File: src/rtl/fx_mac_pkg.sv
package fx_mac_pkg;

  typedef enum logic [1:0] {
    MAC_CLR  = 2'b00,
    MAC_LOAD = 2'b01,
    MAC_ADD  = 2'b10,
    MAC_SUB  = 2'b11
  } mac_op_e;

  typedef enum logic [1:0] {
    RND_TRUNC = 2'b00,
    RND_NEAR  = 2'b01,
    RND_CONV  = 2'b10,
    RND_CONV2 = 2'b11
  } rnd_mode_e;

endpackage

File: src/rtl/fx_mac_mult.sv
module fx_mac_mult #(
  parameter int DW  = 16,
  parameter int GW  = 8,
  parameter int SHR = 2,
  localparam int PW = 2 * DW,
  localparam int AW = PW + GW
) (
  input  logic [DW-1:0] a,
  input  logic [DW-1:0] b,
  input  logic          psh,
  output logic [AW-1:0] addend
);

  logic signed [PW-1:0] prod;
  logic signed [AW-1:0] prod_ext;

  assign prod     = $signed(a) * $signed(b);
  assign prod_ext = {{GW{prod[PW-1]}}, prod};

  always_comb begin
    if (psh) addend = prod_ext >>> SHR;
    else     addend = prod_ext;
  end

endmodule

File: src/rtl/fx_mac_accum.sv
module fx_mac_accum
  import fx_mac_pkg::*;
#(
  parameter int AW = 40
) (
  input  logic          clk,
  input  logic          rst_n,
  input  logic          en,
  input  logic [1:0]    op,
  input  logic [AW-1:0] addend,
  output logic [AW-1:0] acc_q
);

  logic [AW-1:0] acc_d;

  always_comb begin
    unique case (mac_op_e'(op))
      MAC_CLR:  acc_d = '0;
      MAC_LOAD: acc_d = addend;
      MAC_ADD:  acc_d = acc_q + addend;
      MAC_SUB:  acc_d = acc_q - addend;
      default:  acc_d = acc_q;
    endcase
  end

  always_ff @(posedge clk or negedge rst_n) begin
    if (!rst_n)  acc_q <= '0;
    else if (en) acc_q <= acc_d;
  end

endmodule

File: src/rtl/fx_mac_narrow.sv
module fx_mac_narrow
  import fx_mac_pkg::*;
#(
  parameter int DW = 16,
  parameter int AW = 40,
  localparam int FB = DW - 1,
  localparam int RW = AW - FB + 1
) (
  input  logic [AW-1:0] acc,
  input  logic [1:0]    rnd_mode,
  input  logic          sat_en,
  output logic [DW-1:0] result,
  output logic          sat_hit
);

  localparam logic signed [AW:0] HALF = (AW+1)'(1) << (FB - 1);
  localparam logic [DW-1:0] MAXV = {1'b0, {(DW-1){1'b1}}};
  localparam logic [DW-1:0] MINV = {1'b1, {(DW-1){1'b0}}};

  logic signed [AW:0]   acc_x;
  logic signed [AW:0]   bias;
  logic signed [AW:0]   sum;
  logic        [RW-1:0] rnd_v;
  logic        [RW-DW:0] hi;
  logic                 in_range;

  assign acc_x = {acc[AW-1], acc};

  always_comb begin
    unique case (rnd_mode_e'(rnd_mode))
      RND_TRUNC: bias = '0;
      RND_NEAR:  bias = HALF;
      default:   bias = HALF - (AW+1)'(1) + (AW+1)'(acc[FB]);
    endcase
  end

  assign sum      = acc_x + bias;
  assign rnd_v    = sum[AW:FB];
  assign hi       = rnd_v[RW-1:DW-1];
  assign in_range = (&hi) | (~|hi);
  assign sat_hit  = sat_en & ~in_range;

  always_comb begin
    if (sat_hit) result = rnd_v[RW-1] ? MINV : MAXV;
    else         result = rnd_v[DW-1:0];
  end

endmodule

File: src/rtl/fx_mac.sv
module fx_mac
  import fx_mac_pkg::*;
#(
  parameter int DW  = 16,
  parameter int GW  = 8,
  parameter int SHR = 2,
  localparam int AW = 2 * DW + GW
) (
  input  logic          clk,
  input  logic          rst_n,
  input  logic          en,
  input  logic [1:0]    op,
  input  logic [DW-1:0] a,
  input  logic [DW-1:0] b,
  input  logic          psh,
  input  logic [1:0]    rnd_mode,
  input  logic          sat_en,
  output logic [AW-1:0] acc,
  output logic [DW-1:0] result,
  output logic          ovf
);

  logic [AW-1:0] addend;
  logic          sat_hit;
  logic          ovf_d;
  logic          ovf_q;

  fx_mac_mult #(.DW(DW), .GW(GW), .SHR(SHR)) u_mult (
    .a      (a),
    .b      (b),
    .psh    (psh),
    .addend (addend)
  );

  fx_mac_accum #(.AW(AW)) u_accum (
    .clk    (clk),
    .rst_n  (rst_n),
    .en     (en),
    .op     (op),
    .addend (addend),
    .acc_q  (acc)
  );

  fx_mac_narrow #(.DW(DW), .AW(AW)) u_narrow (
    .acc      (acc),
    .rnd_mode (rnd_mode),
    .sat_en   (sat_en),
    .result   (result),
    .sat_hit  (sat_hit)
  );

  always_comb begin
    if (mac_op_e'(op) == MAC_CLR) ovf_d = 1'b0;
    else                          ovf_d = ovf_q | sat_hit;
  end

  always_ff @(posedge clk or negedge rst_n) begin
    if (!rst_n)  ovf_q <= 1'b0;
    else if (en) ovf_q <= ovf_d;
  end

  assign ovf = ovf_q;

endmodule

File: config.mk
export PLATFORM = sky130hd
export DESIGN_NAME = fx_mac
export DESIGN_NICKNAME = d
export VERILOG_FILES = /design/src/rtl/fx_mac_pkg.sv /design/src/rtl/fx_mac_mult.sv /design/src/rtl/fx_mac_accum.sv /design/src/rtl/fx_mac_narrow.sv /design/src/rtl/fx_mac.sv
export SDC_FILE = /design/constraint.sdc
export NUM_CORES = 1
export LEC_CHECK = 0
export BUFFER_PORTS_ARGS = -buffer_cell sky130_fd_sc_hd__buf_4
export CORE_ASPECT_RATIO = 0.7
export CORE_UTILIZATION = 30
export CTS_BUF_LIST = sky130_fd_sc_hd__clkbuf_4 sky130_fd_sc_hd__clkbuf_8
export CTS_CLUSTER_DIAMETER = 60
export DETAILED_ROUTE_END_ITERATION = 12
export PLACE_DENSITY = 0.45
export SYNTH_ARGS = -nofsm -noshare
export SYNTH_HDL_FRONTEND = slang
export SYNTH_SLANG_ARGS = --single-unit
File: constraint.sdc
create_clock -name clk -period 3.75 [get_ports clk]
set_clock_uncertainty 0.05 [all_clocks]
set_input_delay 0.375 -clock clk [delete_from_list [all_inputs] [get_ports clk]]
set_output_delay 0.375 -clock clk [all_outputs]
set_load 0.005 [all_outputs]
# --- Yosys cells after proc, flatten, opt, wreduce, memory -nomap -nowiden ---
# Index checks and enable logic that the tools add are counted.
op_classes:
  add_sub_neg: 4
  mul: 1
  eq_ne: 4
  muxes: 6
  bitwise_logic: 4
  reduce_logical: 5
ops:
  columns: ["cell", "n"]
  rows:
  - ["$pmux 40 s4", 1]
  - ["$pmux 41 s2", 1]
  - ["$add 40x41->41", 1]
  - ["$add 40x40->40", 1]
  - ["$sub 40x40->40", 1]
  - ["$mul 16x16->32", 1]
  - ["$mux 16", 2]
  - ["$mux 31", 1]
  - ["$add 14x1->15 const A", 1]
  - ["$reduce_and 11->1", 1]
  - ["$reduce_or 11->1", 1]
  - ["$eq 2x1->1 const B", 2]
  - ["$eq 2x2->1 const B", 2]
  - ["$logic_not 2->1", 2]
  - ["$or 1x1->1", 2]
  - ["$and 1x1->1", 1]
  - ["$logic_not 1->1", 1]
  - ["$mux 1", 1]
  - ["$not 1->1", 1]
totals:
  reg_bits: 41
  inputBits: 41
  output_inout_bits: 57
  wordCells: 26

# --- Longest topological paths before layout ---
logic_depth:
  word_depth: 10
  depth_mapped: 41
  depth_no_buf: 39

# --- Modules after synthesis ---
# Synthesis repeated with hierarchy kept, for this count alone.
hier_totals:
  cells_unflattened: 2001
  hier_area_um2: 16580.9
modules_own_cells:
  columns: ["module", "n_inst", "cells_per_inst", "area_per_inst_um2", "seq_area_each_um2"]
  rows:
  - ["fx_mac_mult", 1, 1227, 10747.8, 0.0]
  - ["fx_mac_accum", 1, 642, 4908.5, 1001.0]
  - ["fx_mac_narrow", 1, 128, 885.8, 0.0]
  - ["fx_mac", 1, 4, 38.8, 25.0]

# --- Worst setup path before layout ---
# OpenSTA, ideal clock, no wires.
synth_path:
  kind: "input to register"
  start: "in a[15]"
  end: "reg u_accum.acc_q[39]"
  setup_time_ns: 0.123
  arrival_ns: 9.024
  t_required_ns: 3.577
  setup_slack_ns: -5.447
  stages: 37
  n_path_buf: 1
  cell_sequence: "clkbuf_1 > nand2_1 > inv_1 > fa_1 > inv_1 > fa_1 > inv_1 > fa_1 > fa_1 > fa_1 > inv_1 > fa_1 > inv_1 > ha_1 > a21o_1 > a2111oi_2 > nor3b_1 > nand2b_1 > o31a_1 > o221ai_1 > o211ai_1 > or2_2 > or3_4 > nand2_1 > xnor2_1 > ha_1 > inv_1 > o21ai_0 > a21oi_1 > o21ai_0 > a31o_2 > a21oi_1 > o21ai_1 > xnor2_1 > o21ai_0 > and4b_1 > o221a_1"
synth_via:
  elab_chain_cells: 4
  word_cells_on_any_way: 5
  classes_between: "2 x add/sub; 1 x mul; 2 x mux"
synth_rtl:
  columns: ["element", "line_no", "rtl"]
  rows:
  - ["start, declared", "fx_mac.sv:13", "input logic [DW-1:0] a,"]
  - ["$mul 16x16->32 (*)", "fx_mac_mult.sv:17", "assign prod = $signed(a) * $signed(b);"]
  - ["$mux 31", "fx_mac_mult.sv:21", "if (psh) addend = prod_ext >>> SHR;"]
  - ["$sub 40x40->40 or $add 40x40->40 (tied branches)", "fx_mac_accum.sv:21, fx_mac_accum.sv:20", null]
  - ["$pmux 40 s4 (*)", "fx_mac_accum.sv:17", "unique case (mac_op_e'(op))"]
  - ["end signal, assigned", "fx_mac_accum.sv:27", "if (!rst_n) acc_q <= '0;"]
  - ["end signal, assigned", "fx_mac_accum.sv:28", "else if (en) acc_q <= acc_d;"]
  - ["end, declared", "fx_mac_accum.sv:11", "output logic [AW-1:0] acc_q"]
# Every way passes the cells marked *; elsewhere a longest branch is shown, timed or not.
# A chain may end at the register's enable or synchronous reset.

# --- Worst setup path after layout ---
layout_path:
  start: "in b[6]"
  end: "reg u_accum.acc_q[39]"
layout_via:
  elab_chain_cells: 4
  word_cells_on_any_way: 5
  classes_between: "2 x add/sub; 1 x mul; 2 x mux"
layout_rtl:
  columns: ["element", "line_no", "rtl"]
  rows:
  - ["start, declared", "fx_mac.sv:14", "input logic [DW-1:0] b,"]
  - ["$mul 16x16->32 (*)", "fx_mac_mult.sv:17", null]
  - ["$mux 31", "fx_mac_mult.sv:21", null]
  - ["$sub 40x40->40 or $add 40x40->40 (tied branches)", "fx_mac_accum.sv:21, fx_mac_accum.sv:20", null]
  - ["$pmux 40 s4 (*)", "fx_mac_accum.sv:17", null]
# Marked as above.

==> metrics.yaml <==
hold_path_class: "input port to flop"
synth_edf_count: 0
dieWidth_um: 284.1
ys_ff_latch: 41
nFillCells: 5429
track_usage_pct: 18.58
die_area_mm2: 0.05667
cp_data_arrival_time_ns: 8.67
area_growth_pct: 46.31
report.final.slew_viol_count: 0
end_kind: "flop"
reg2reg_to: "u_accum.acc_q[32]$_DFFE_PN0P_"
cts-root-buf: "clkbuf_8"
fmax_ghz: 0.1176
crit_required_ns: 3.92
synth_largest_area_cell: "fa_1"
wl_per_cell_um: 15.60
setup_ws_ns: -4.753
ff2ff_setup_slack_ns: 0.17
reg2reg_from: "u_accum.acc_q[0]$_DFFE_PN0P_"
synth_nets: 2468
utilization_pct: 44.97
dr.pass1.iters: 5
synth_top_area_share_pct: 31.50
drt-total-wl_mm: 51.50
async_reset_ff_share_pct: 100.0
hold_ws_ns: 0.2773
path_max_fanout: 9
vias_per_cell: 4.812
synth_area_per_cell_um2: 8.241
drive_gt1_share_pct: 38.91
htreeDepth: 2
placed_cell_area_mm2: 0.02218
cts_tree: "done"
path_clk_slew_ns: 0.10
postSynthCellCount: 2028
clk_latency_ns: 0.32
tightestPinTransition_ns: 0.9065
dp.final_hpwl_mm: 42.91
drcViolationCount: 0
timing.max_cap.violations: 0
die_h_um: 199.5
core_mm2: 0.05437
numCtsBuffers: 5
vias: 15886
grt_pass1_vias: 17052
status: "finished, violations left"
grt_overflow: 0
dp_cells: 3230
grt_max_degree: 42
synthTopCellsByArea: "fa_1, ha_1, inv_1"
synth_ff_type: "dfrtp_1"
clock_path_buffers: 2
slowest_delay_ns: 0.56
nNetsFinal: 3009
holdPathEnd: "ovf$_DFFE_PN0P_"
yosys_warnings: 0
grt_pass1_wl_mm: 85.93
period_share_pct: 226.7
synth.yosys.seq_area_share_pct: 6.139
grt_antenna_before_repair: 1
clock-sinks: 41
final_area_mm2: 0.02445
io_pins: 98
ant_nets: 0
io_buffers: 97
start_kind: "input port"
holdPathStages: 2
finalHoldViolCount: 0
hp-start: "op[1]"
drtIter0Drc: 676
crit_path_top_delay_cell: "fa_1"
fin_crit_ns: 8.503
layout_commonest_cell: "buf_4"
synthDistinctLibCells: 99
layout_common_cells: "buf_4, inv_1, fa_1, nand2_1, nor2_1"
violations: "setup timing"
final_cells: 3301
rsz0062_at_grt: "true"
gp_congestion: 0.8735
netlist_area_mm2: 0.01671
num_rows: 71
critical_path_class: "input port to flop"
reg2reg_depth: 17
timing.slew.headroom_pct: 39.50
initial_utilization_pct: 30.74
setup_viol: 53
-- synth_stat cells (11+ instances only) --
master,n
fa_1,263
o21ai_0,69
inv_1,355
and2_1,130
nor2b_1,18
nand2_1,188
buf_2,11
nor3_1,20
xor2_1,37
nor2_1,131
o31ai_1,13
o21a_1,13
xnor2_1,61
a221oi_1,15
and3_1,16
a21oi_1,114
o211ai_1,15
nand2b_1,19
nand3_1,28
a211oi_1,12
mux2i_1,11
dfrtp_1,41
clkbuf_1,70
a21o_1,45
ha_1,136
-- cell families (layout without fill, tap and decap cells) --
family                     after synthesis  count (layout)  share of synthesized area, %
and+or+nand+nor                        627             628                         19.32
buffers and inverters                  441             982                         10.08
AOI/OAI and AO/OA                      406             406                         16.60
adders and majority gates              399             399                         41.69
xor gates and xnor gates                99              99                         5.233
DFF                                     41              41                         6.139
muxes                                   15              15                        0.9508
other                                    0               1                             0
-- state kept, by name, summed over array words and instances (netlist names) --
name,cells
ovf,1
u_accum.acc_q,40
-- layout make-up --
type	count	area, um2	share of cell area, %
antenna	1	2.502	0.01023
clock buffer	6	82.58	0.3377
clock inverter	2	37.54	0.1535
inverter	355	1333	5.450
multi-input combinational	1547	15940	65.21
sequential	41	1027	4.201
tap	730	913.4	3.736
timing repair buffer	619	5111	20.90
-- critical path, delay by kind of cell --
family	cells	cell delay (ns)
xor+xnor	2	0.35
fa+ha+maj	8	3.36
simple gates	7	1.89
compound gates	12	1.88
buf+inv	8	0.80
-- how the worst max path moves through the flow --
stage | from | endpoint | slack [ns]
6_report | b[6] | u_accum.acc_q[39]$_DFFE_PN0P_ | -4.75
3_5_place_dp | b[6] | u_accum.acc_q[39]$_DFFE_PN0P_ | -5.35
2_1_floorplan | b[5] | u_accum.acc_q[39]$_DFFE_PN0P_ | -4.64
3_3_place_gp | b[6] | u_accum.acc_q[39]$_DFFE_PN0P_ | -5.28
5_1_grt | b[3] | u_accum.acc_q[39]$_DFFE_PN0P_ | -5.21
4_1_cts | b[5] | u_accum.acc_q[39]$_DFFE_PN0P_ | -4.77
-- what timing repair did --
action / 4_1_cts / 5_1_grt
resized for setup: 173 / 207
gates cloned: 1 / 2
buffers inserted: 39 / 24
setup endpoints to repair: 55 / 55
pin swaps: 124 / 127
hold buffers: 1 / 0
endpoints found under the hold margin: 10 / 0
-- stage by stage --
step / setup slack, ns / setup TNS (ns)
5_1_grt: -5.214 / -158.19
3_5_place_dp: -5.348 / -165.88
3_3_place_gp: -5.278 / -164.31
2_1_floorplan: -4.642 / -130.13
6_report: -4.753 / -144.16
4_1_cts: -4.774 / -143.94
-- routing by layer --
metal / routed length, um / global-route usage [%]
met1: 25080 / 25.67
met2: 24760 / 32.59
met3: 1266 / 1.849
met4: 391 / 1.533
met5: 0 / 0
Power is not shown: default switching activity piles up to over one toggle a cycle in this logic, so the estimate is an artifact.
